File: src/rtl/iis_pkg.sv
package iis_pkg;
  localparam int NALU = 4;
  localparam int NAGU = 2;

  typedef enum logic [1:0] {CLS_SIMPLE = 2'd0, CLS_MUL = 2'd1, CLS_DIV = 2'd2, CLS_BR = 2'd3} cls_e;

  // resources consumed so far by older candidates
  typedef struct packed {
    logic [NALU-1:0] alu_busy;
    logic [NAGU-1:0] agu_busy;
    logic            st_used;
    logic [1:0]      br_cnt;
    logic            br_tkn;
  } res_t;

  // ALUs that can execute a class
  function automatic logic [NALU-1:0] cls_alus(cls_e c);
    case (c)
      CLS_MUL: return 4'b0001;
      CLS_DIV: return 4'b0010;
      CLS_BR:  return 4'b1001;
      default: return 4'b1111;
    endcase
  endfunction

  // preference order 2,1,3,0 keeps specialised ports free
  function automatic logic [1:0] pick_alu(logic [NALU-1:0] m);
    if (m[2])      return 2'd2;
    else if (m[1]) return 2'd1;
    else if (m[3]) return 2'd3;
    else           return 2'd0;
  endfunction

  function automatic logic branch_fits(res_t r, logic tk);
    return (r.br_cnt == 2'd0) || (r.br_cnt == 2'd1 && !r.br_tkn && !tk);
  endfunction
endpackage

File: src/rtl/iis_stage.sv
module iis_stage
  import iis_pkg::*;
(
  input  res_t       res_in,
  input  logic       vld,
  input  cls_e       cls,
  input  logic       tk,
  input  logic       mem,
  input  logic       st,
  output res_t       res_out,
  output logic       gnt,
  output logic [1:0] alu_idx,
  output logic       agu_idx
);
  logic [NALU-1:0] free_ok;
  logic            br_ok, mem_ok;
  logic [1:0]      alu_pick;
  logic            agu_pick;

  always_comb begin
    free_ok  = cls_alus(cls) & ~res_in.alu_busy;
    br_ok    = (cls != CLS_BR) || branch_fits(res_in, tk);
    mem_ok   = !mem || ((res_in.agu_busy != 2'b11) && !(st && res_in.st_used));
    gnt      = vld && (|free_ok) && br_ok && mem_ok;
    alu_pick = pick_alu(free_ok);
    agu_pick = res_in.agu_busy[0];
    alu_idx  = gnt ? alu_pick : 2'd0;
    agu_idx  = (gnt && mem) ? agu_pick : 1'b0;
    res_out  = res_in;
    if (gnt) begin
      res_out.alu_busy[alu_pick] = 1'b1;
      if (mem) begin
        res_out.agu_busy[agu_pick] = 1'b1;
        if (st) res_out.st_used = 1'b1;
      end
      if (cls == CLS_BR) begin
        res_out.br_cnt = res_in.br_cnt + 2'd1;
        res_out.br_tkn = res_in.br_tkn | tk;
      end
    end
  end
endmodule

File: src/rtl/iis_out_reg.sv
module iis_out_reg #(
  parameter int NCAND = 6
) (
  input  logic               clk,
  input  logic               rst,
  input  logic [NCAND-1:0]   grant_d,
  input  logic [2*NCAND-1:0] alu_sel_d,
  input  logic [NCAND-1:0]   agu_sel_d,
  input  logic [3:0]         alu_vld_d,
  input  logic [1:0]         agu_vld_d,
  output logic [NCAND-1:0]   grant_q,
  output logic [2*NCAND-1:0] alu_sel_q,
  output logic [NCAND-1:0]   agu_sel_q,
  output logic [3:0]         alu_vld_q,
  output logic [1:0]         agu_vld_q
);
  always_ff @(posedge clk) begin
    if (rst) begin
      grant_q   <= '0;
      alu_sel_q <= '0;
      agu_sel_q <= '0;
      alu_vld_q <= '0;
      agu_vld_q <= '0;
    end else begin
      grant_q   <= grant_d;
      alu_sel_q <= alu_sel_d;
      agu_sel_q <= agu_sel_d;
      alu_vld_q <= alu_vld_d;
      agu_vld_q <= agu_vld_d;
    end
  end
endmodule

File: src/rtl/int_issue_sel.sv
module int_issue_sel
  import iis_pkg::*;
#(
  parameter int NCAND = 6,
  parameter int TIDW  = 1
) (
  input  logic                  clk,
  input  logic                  rst,
  input  logic [NCAND-1:0]      cand_valid,
  input  logic [2*NCAND-1:0]    cand_cls,
  input  logic [NCAND-1:0]      cand_taken,
  input  logic [NCAND-1:0]      cand_mem,
  input  logic [NCAND-1:0]      cand_store,
  input  logic [NCAND*TIDW-1:0] cand_tid,
  output logic [NCAND-1:0]      grant,
  output logic [2*NCAND-1:0]    alu_sel,
  output logic [NCAND-1:0]      agu_sel,
  output logic [NALU-1:0]       alu_vld,
  output logic [NAGU-1:0]       agu_vld
);
  res_t               res_chain [NCAND+1];
  logic [NCAND-1:0]   grant_d;
  logic [2*NCAND-1:0] alu_sel_d;
  logic [NCAND-1:0]   agu_sel_d;
  logic               unused_tid;

  // thread ID does not steer pairing or placement
  assign unused_tid   = ^cand_tid;
  assign res_chain[0] = '0;

  for (genvar i = 0; i < NCAND; i++) begin : g_slot
    iis_stage u_stage (
      .res_in  (res_chain[i]),
      .vld     (cand_valid[i]),
      .cls     (cls_e'(cand_cls[2*i +: 2])),
      .tk      (cand_taken[i]),
      .mem     (cand_mem[i]),
      .st      (cand_store[i]),
      .res_out (res_chain[i+1]),
      .gnt     (grant_d[i]),
      .alu_idx (alu_sel_d[2*i +: 2]),
      .agu_idx (agu_sel_d[i])
    );
  end

  iis_out_reg #(.NCAND(NCAND)) u_out (
    .clk       (clk),
    .rst       (rst),
    .grant_d   (grant_d),
    .alu_sel_d (alu_sel_d),
    .agu_sel_d (agu_sel_d),
    .alu_vld_d (res_chain[NCAND].alu_busy),
    .agu_vld_d (res_chain[NCAND].agu_busy),
    .grant_q   (grant),
    .alu_sel_q (alu_sel),
    .agu_sel_q (agu_sel),
    .alu_vld_q (alu_vld),
    .agu_vld_q (agu_vld)
  );
endmodule

File: config.mk
export PLATFORM = sky130hd
export DESIGN_NAME = int_issue_sel
export DESIGN_NICKNAME = d
export VERILOG_FILES = /design/src/rtl/iis_pkg.sv /design/src/rtl/iis_stage.sv /design/src/rtl/iis_out_reg.sv /design/src/rtl/int_issue_sel.sv
export SDC_FILE = /design/constraint.sdc
export NUM_CORES = 1
export LEC_CHECK = 0
export BUFFER_PORTS_ARGS = -buffer_cell sky130_fd_sc_hd__buf_2
export CAP_MARGIN = 40
export CORE_ASPECT_RATIO = 0.7
export CORE_UTILIZATION = 57
export DETAILED_ROUTE_END_ITERATION = 7
export PLACE_DENSITY = 0.86
export SLEW_MARGIN = 20
export SYNTH_ARGS = -nofsm -noshare
export SYNTH_HDL_FRONTEND = slang
export SYNTH_SLANG_ARGS = --single-unit
export TNS_END_PERCENT = 5
File: constraint.sdc
create_clock -name clk -period 14.2 [get_ports clk]
set_clock_uncertainty 0.2 [all_clocks]
set_input_delay 0.71 -clock clk [delete_from_list [all_inputs] [get_ports clk]]
set_output_delay 0.71 -clock clk [all_outputs]
set_load 0.01 [all_outputs]
**Yosys cells after proc, flatten, opt, wreduce, memory -nomap -nowiden**

Cells that the tools add are included.

- Input bits: 44
- Output and inout port bits: 30
- Flip-flop bits (word level): 30
- Word-level logic and storage cells: 290

- Reduce and logical (&&, ||, !) cells: 109
- Bitwise gates (word level): 36
- Eq/ne operators: 33
- Magnitude comparators: 22
- Add/subtract/negate cells: 5
- Mux-type cells: 70

Operator list:

| cell | number |
|---|---|
| $pmux 4 s3 | 6 |
| $mux 10 | 6 |
| $logic_and 1x1->1 | 52 |
| $mux 2 | 20 |
| $mux 3 | 10 |
| $eq 2x2->1 const B | 12 |
| $reduce_or 4->1 | 6 |
| $eq 2x1->1 const B | 11 |
| $reduce_or 2->1 | 11 |
| $and 4x4->4 | 5 |
| $logic_not 1->1 | 20 |
| $ne 2x2->1 const B | 10 |
| $not 4->4 | 5 |
| $or 4x4->4 | 5 |
| $lt 2x3->1 const B | 6 |
| $mux 1 | 17 |
| $logic_or 1x1->1 | 15 |
| $demux 1 s2 | 6 |
| $ge 2x1->1 const B | 6 |
| $not 1->1 | 11 |
| $add 2x1->2 const B | 5 |
| $logic_not 2->1 | 5 |
| $lt 1x2->1 const B | 5 |
| $or 2x2->2 | 5 |
| other kinds (3) | 15 |

**Logic depth before layout (Yosys ltp)**

- Depth after elaboration: 65
- Depth in mapped cells: 35
- Mapped depth without buffers: 34

**Cells and area by module**

Synthesis repeated with hierarchy kept, for this count alone.

- Cell total of the unflattened synthesis: 316
- Area, all modules: 2912.8 um^2

Modules (own cells, without submodules):

| module | seq. area each (um^2) | area an instance (um^2) | instances | cells each |
|---|---|---|---|---|
| iis_stage | 0.0 | 337.8 | 6 | 42 |
| iis_out_reg | 600.6 | 882.1 | 1 | 63 |
| int_issue_sel | 0.0 | 3.8 | 1 | 1 |

**Worst setup path before layout**

Ideal clock, no wire load.

- Kind: input-to-reg
- From: input port cand_cls[0]
- To: register u_out.agu_vld_q[0]
- Setup slack: 7.232 ns
- Required time: 13.883 ns
- Arrival time: 6.650 ns
- Stages: 33
- Setup time: 0.117 ns
- Buffers on the path: 1
- Cell sequence: inv_1 -> ha_1 -> and4bb_2 -> o31ai_1 -> or2_1 -> buf_2 -> nor2_1 -> nor2_1 -> a21oi_1 -> inv_1 -> ha_1 -> nand3b_1 -> o21a_4 -> nor4_2 -> xnor2_1 -> inv_1 -> ha_1 -> nand4b_1 -> a2111o_1 -> nand2_1 -> nor3_2 -> xnor2_1 -> ha_1 -> nand2b_1 -> o21ai_0 -> nand2_1 -> a31oi_1 -> o211ai_1 -> or3_1 -> o31a_1 -> a21boi_2 -> nand3_2 -> a32o_1

- Longest elaborated chain between the ends: 61
- Elaborated cells between the ends (all ways): 198
- Classes of those cells: add/sub: 4; order compare: 20; eq/ne: 13; mux: 56; bitwise: 23; reduce/logical: 82

Ends and longest elaborated chain:

| item | RTL line | RTL |
|---|---|---|
| from (decl) | int_issue_sel.sv:10 | `input logic [2*NCAND-1:0] cand_cls,` |
| $eq 2x2->1, or another cell as far along | iis_pkg.sv:18, iis_stage.sv:36 |  |
| $pmux 4 s3 | iis_pkg.sv:18 | `case (c)` |
| $mux 2 | iis_pkg.sv:30 | `else if (m[3]) return 2'd3;` |
| $mux 2 | iis_pkg.sv:29 | `else if (m[1]) return 2'd1;` |
| $mux 2 | iis_pkg.sv:28 | `if (m[2]) return 2'd2;` |
| $lt 2x3->1 (not written as such) or $ge 2x1->1 (tied branches) | iis_stage.sv:31 | `res_out.alu_busy[alu_pick] = 1'b1;` |
| $logic_and 1x1->1 (not written as such) | iis_stage.sv:31 |  |
| $mux 1 (not written as such) | iis_stage.sv:31 |  |
| (+43 left out) | - |  |
| $demux 1 s2 | - |  |
| $or 4x4->4 (no source line) | - |  |
| $mux 10 (*) | iis_stage.sv:30 | `if (gnt) begin` |
| $not 4->4 | iis_stage.sv:21 | `free_ok = cls_alus(cls) & ~res_in.alu_busy;` |
| $and 4x4->4 | iis_stage.sv:21 |  |
| $reduce_or 4->1 | iis_stage.sv:24 | `gnt = vld && (\|free_ok) && br_ok && mem_ok;` |
| $logic_and 1x1->1 (3 in a row) | iis_stage.sv:24 |  |
| $mux 10 (*) | iis_stage.sv:30 |  |
| to (signal assigned) | iis_out_reg.sv:29 | `agu_vld_q <= agu_vld_d;` |
| to (decl) | iis_out_reg.sv:15 | `output logic [1:0] agu_vld_q` |

Mark *: on every way between the ends. The rest lies on a longest branch, timed or not.
A chain may end at the register's enable or synchronous reset.

**Worst setup path after layout**

- From: input port cand_cls[0]
- To: register u_out.alu_vld_q[0]

- Longest elaborated chain between the ends: 65
- Elaborated cells between the ends (all ways): 200
- Classes of those cells: add/sub: 4; order compare: 20; eq/ne: 13; mux: 58; bitwise: 23; reduce/logical: 82

Ends and longest elaborated chain:

| item | RTL line | RTL |
|---|---|---|
| $eq 2x2->1, or another cell as far along | iis_pkg.sv:18, iis_stage.sv:36 |  |
| $pmux 4 s3 | iis_pkg.sv:18 |  |
| $mux 2 | iis_pkg.sv:30 |  |
| $mux 2 | iis_pkg.sv:29 |  |
| $mux 2 | iis_pkg.sv:28 |  |
| $lt 2x3->1 (not written as such) or $ge 2x1->1 (tied branches) | iis_stage.sv:31 |  |
| $logic_and 1x1->1 (not written as such) | iis_stage.sv:31 |  |
| $mux 1 (not written as such) | iis_stage.sv:31 |  |
| (+49 left out) | - |  |
| $mux 2 | iis_pkg.sv:29 |  |
| $mux 2 | iis_pkg.sv:28 |  |
| $lt 2x3->1 (not written as such) or $ge 2x1->1 (tied branches) | iis_stage.sv:31 |  |
| $logic_and 1x1->1 (not written as such) | iis_stage.sv:31 |  |
| $mux 1 (not written as such) | iis_stage.sv:31 |  |
| $demux 1 s2 | - |  |
| $or 4x4->4 (no source line) | - |  |
| $mux 10 (*) | iis_stage.sv:30 |  |
| to (signal assigned) | iis_out_reg.sv:28 | `alu_vld_q <= alu_vld_d;` |
| to (decl) | iis_out_reg.sv:14 | `output logic [3:0] alu_vld_q,` |

Marks and branches as above.

==> results.yml <==
status:
  violations: "design-rule violations"
  status: "finished, violations left"
logic_synthesis:
  syn_area_per_cell_um2: 8.12
  synth-edff-count: 0
  ys_warn_count: 0
  async_reset_ff_share_pct: 0
  synth_cell_types: 86
  syn_nets: 403
  syn-cell-area_um2: 2670
  synthCells: 329
  ys_seq_area_share_pct: 21.7
  synth_seq_cells: 29
  synthFlopType: "dfxtp_1"
sta:
  finalHoldViolations: 0
  tightest_slew_ps: 788
  tns_ps: 0
  fmax_mhz: 122
  holdWs_ps: 527
  max-slew-margin-rel_pct: 47.1
  drv_slew: 0
  finalCriticalPeriod_ps: 8230
  grt_setup_unrepaired: "no"
  layout_setup_ws_ps: 5970
  setup-violations-final: 0
  final.period_utilization_pct: 57.9
finish:
  n_fill_cell: 357
  drive_gt1_share_pct: 26.7
  areaGrowthSynthToFinish_pct: 16.6
  layout_commonest_cell: "buf_2"
  final_cell_mix: "buf_2, nor2_1, ha_1"
  nets: 470
  seqCellArea_um2: 581
  antenna_cells: 0
  fin_util_pct: 70.3
  multi_input_area_um2: 1960
place:
  place_ws_ps: 5880
  portBuffers: 66
  gp_congestion: 0.902
  place.detailed.hpwl_um: 5790
critical_path:
  critical_path_class: "primary input to flop"
  worstPathArrival_ps: 8230
  required_ps: 14200
  path_depth: 34
  critPathMaxStageDelay_ps: 490
  critPathTopFamily: "simple AND/OR/NAND/NOR gates"
  crit_path_end_kind: "flop"
  crit_fanout: 7
  crit_slowest_cell: "nor3_2"
  critPathLaunchType: "primary input"
  critPathBufInv: 3
  crit_path_end: "u_out.alu_vld_q[0]"
  critPathLaunch: "cand_cls[0]"
  crit_top_cell: "ha_1"
clock_tree:
  post_cts_resized: 0
  cts_tree: "done"
  clkSlewWorstSetupHoldPaths_ps: 60
  cts_buffer_depth: 2
  cts_buffers: 5
  post_cts_buffers: 0
  cts_root_buffer: "clkbuf_8"
  cts.sinks: 29
  hold_buffers: 0
  htreeDepth: 2
routing:
  vias: 2817
  firstDrtPassIters: 7
  finalWirelength_um: 7010
  wl_per_cell_um: 15.5
  via_per_inst: 6.23
  postRouteAntennaNets: 0
  drc: 12
  dr.first_iter.drc_count: 312
floorplan:
  dieArea_um2: 4970
  ios: 74
  rows: 20
  core_um2: 4430
  die_h_um: 59.3
  start_util_pct: 60.3
  fp.dieW_um: 83.8
pwr:
  ir_drop_v: 0.0000318
  leakagePower_nw: 1.47
  p_per_area_nw_per_um2: 82.5
global_routing:
  track_usage_pct: 29.3
  grt_pass1_wl_um: 11300
  grt_max_degree: 18
  grt_pass1_vias: 2419
  grt_overflow: 0
  antenna_found_initial: 0
flow_run:
  maxCapViolCount: 0
hold_path:
  hold_path.class: "primary input to flop"
-- synthesized netlist by cell type, drive strengths merged (3+ instances only) --
cell / n / share of area [%]
inv: 25 / 3.5
nand4: 4 / 0.94
a21oi: 18 / 3.5
and2: 7 / 1.8
nor2: 32 / 4.5
a21o: 6 / 1.7
nand2: 28 / 4.0
nand3: 15 / 3.2
nor3: 10 / 2.2
o31ai: 3 / 0.84
o21a: 4 / 1.4
and3: 6 / 1.4
dfxtp: 29 / 22
buf: 4 / 1.2
a31oi: 8 / 2.4
nand4b: 3 / 0.98
nor4: 8 / 2.7
or4: 4 / 1.4
nor2b: 6 / 1.4
a21boi: 3 / 0.98
a31o: 3 / 0.98
a211oi: 3 / 1.0
o32ai: 3 / 2.0
a41oi: 3 / 0.98
ha: 30 / 14
nand2b: 4 / 0.94
o21ai: 15 / 3.4
-- layout make-up --
type | instances | area share, %
inverter | 25 | 3.01
sequential | 29 | 18.6
tap | 55 | 2.21
multi-input combinational | 269 | 62.9
clock inverter | 2 | 0.321
clock buffer | 6 | 2.33
timing repair buffer | 66 | 10.6
-- metrics by stage --
| stage | std cells | cell area (um^2) | power, mW |
|---|---|---|---|
| floorplan | 329 | 2670 | 0.164 |
| global placement | 444 | 3030 | 0.189 |
| detailed placement | 444 | 3030 | 0.193 |
| CTS | 452 | 3120 | 0.256 |
| global route | 452 | 3120 | 0.274 |
| finish | 452 | 3120 | 0.257 |
-- flip-flops by register name, summed over array words and instances (netlist names) --
signal           count
u_out.grant_q        6
u_out.agu_sel_q      5
u_out.alu_vld_q      4
u_out.alu_sel_q     12
u_out.agu_vld_q      2
-- cell families (layout without fill, tap and decap cells) --
| group | after synthesis | count (layout) | synth area share, % |
|---|---|---|---|
| other | 1 | 1 | 0.140 |
| buffers and inverters | 31 | 99 | 4.96 |
| DFF | 29 | 29 | 21.7 |
| adders and majority gates | 30 | 30 | 14.0 |
| xor gates and xnor gates | 2 | 2 | 0.656 |
| and+or+nand+nor | 139 | 139 | 29.2 |
| muxes | 1 | 1 | 0.421 |
| AOI/OAI and AO/OA | 96 | 96 | 28.8 |
-- power by group --
part / leakage, nW / switching [mW] / internal (mW) / total (mW)
registers: 0.238 / 0.00135 / 0.0880 / 0.0894
clock network: 0.0450 / 0.0297 / 0.0338 / 0.0635
logic: 1.19 / 0.0636 / 0.0406 / 0.104
total: 1.47 / 0.0946 / 0.162 / 0.257
-- per-layer routing --
metal  global-route usage [%]  routed length (um)
met2                     43.0                2750
met3                     8.77                 925
met4                     8.13                  89
met5                        0                   0
met1                     41.7                3240
-- worst min-delay path by stage --
stage	from	slack, ps	depth (start not counted)	end
final	cand_mem[2]	530	2	u_out.agu_sel_q[2]
after detailed placement	cand_mem[2]	800	2	u_out.agu_sel_q[2]
after CTS	cand_mem[2]	520	2	u_out.agu_sel_q[2]
after global routing	cand_mem[2]	520	2	u_out.agu_sel_q[2]
after global placement	cand_mem[2]	800	2	u_out.agu_sel_q[2]
after floorplan	cand_mem[2]	660	1	u_out.agu_sel_q[2]
Power figures use the tool's default switching activity.
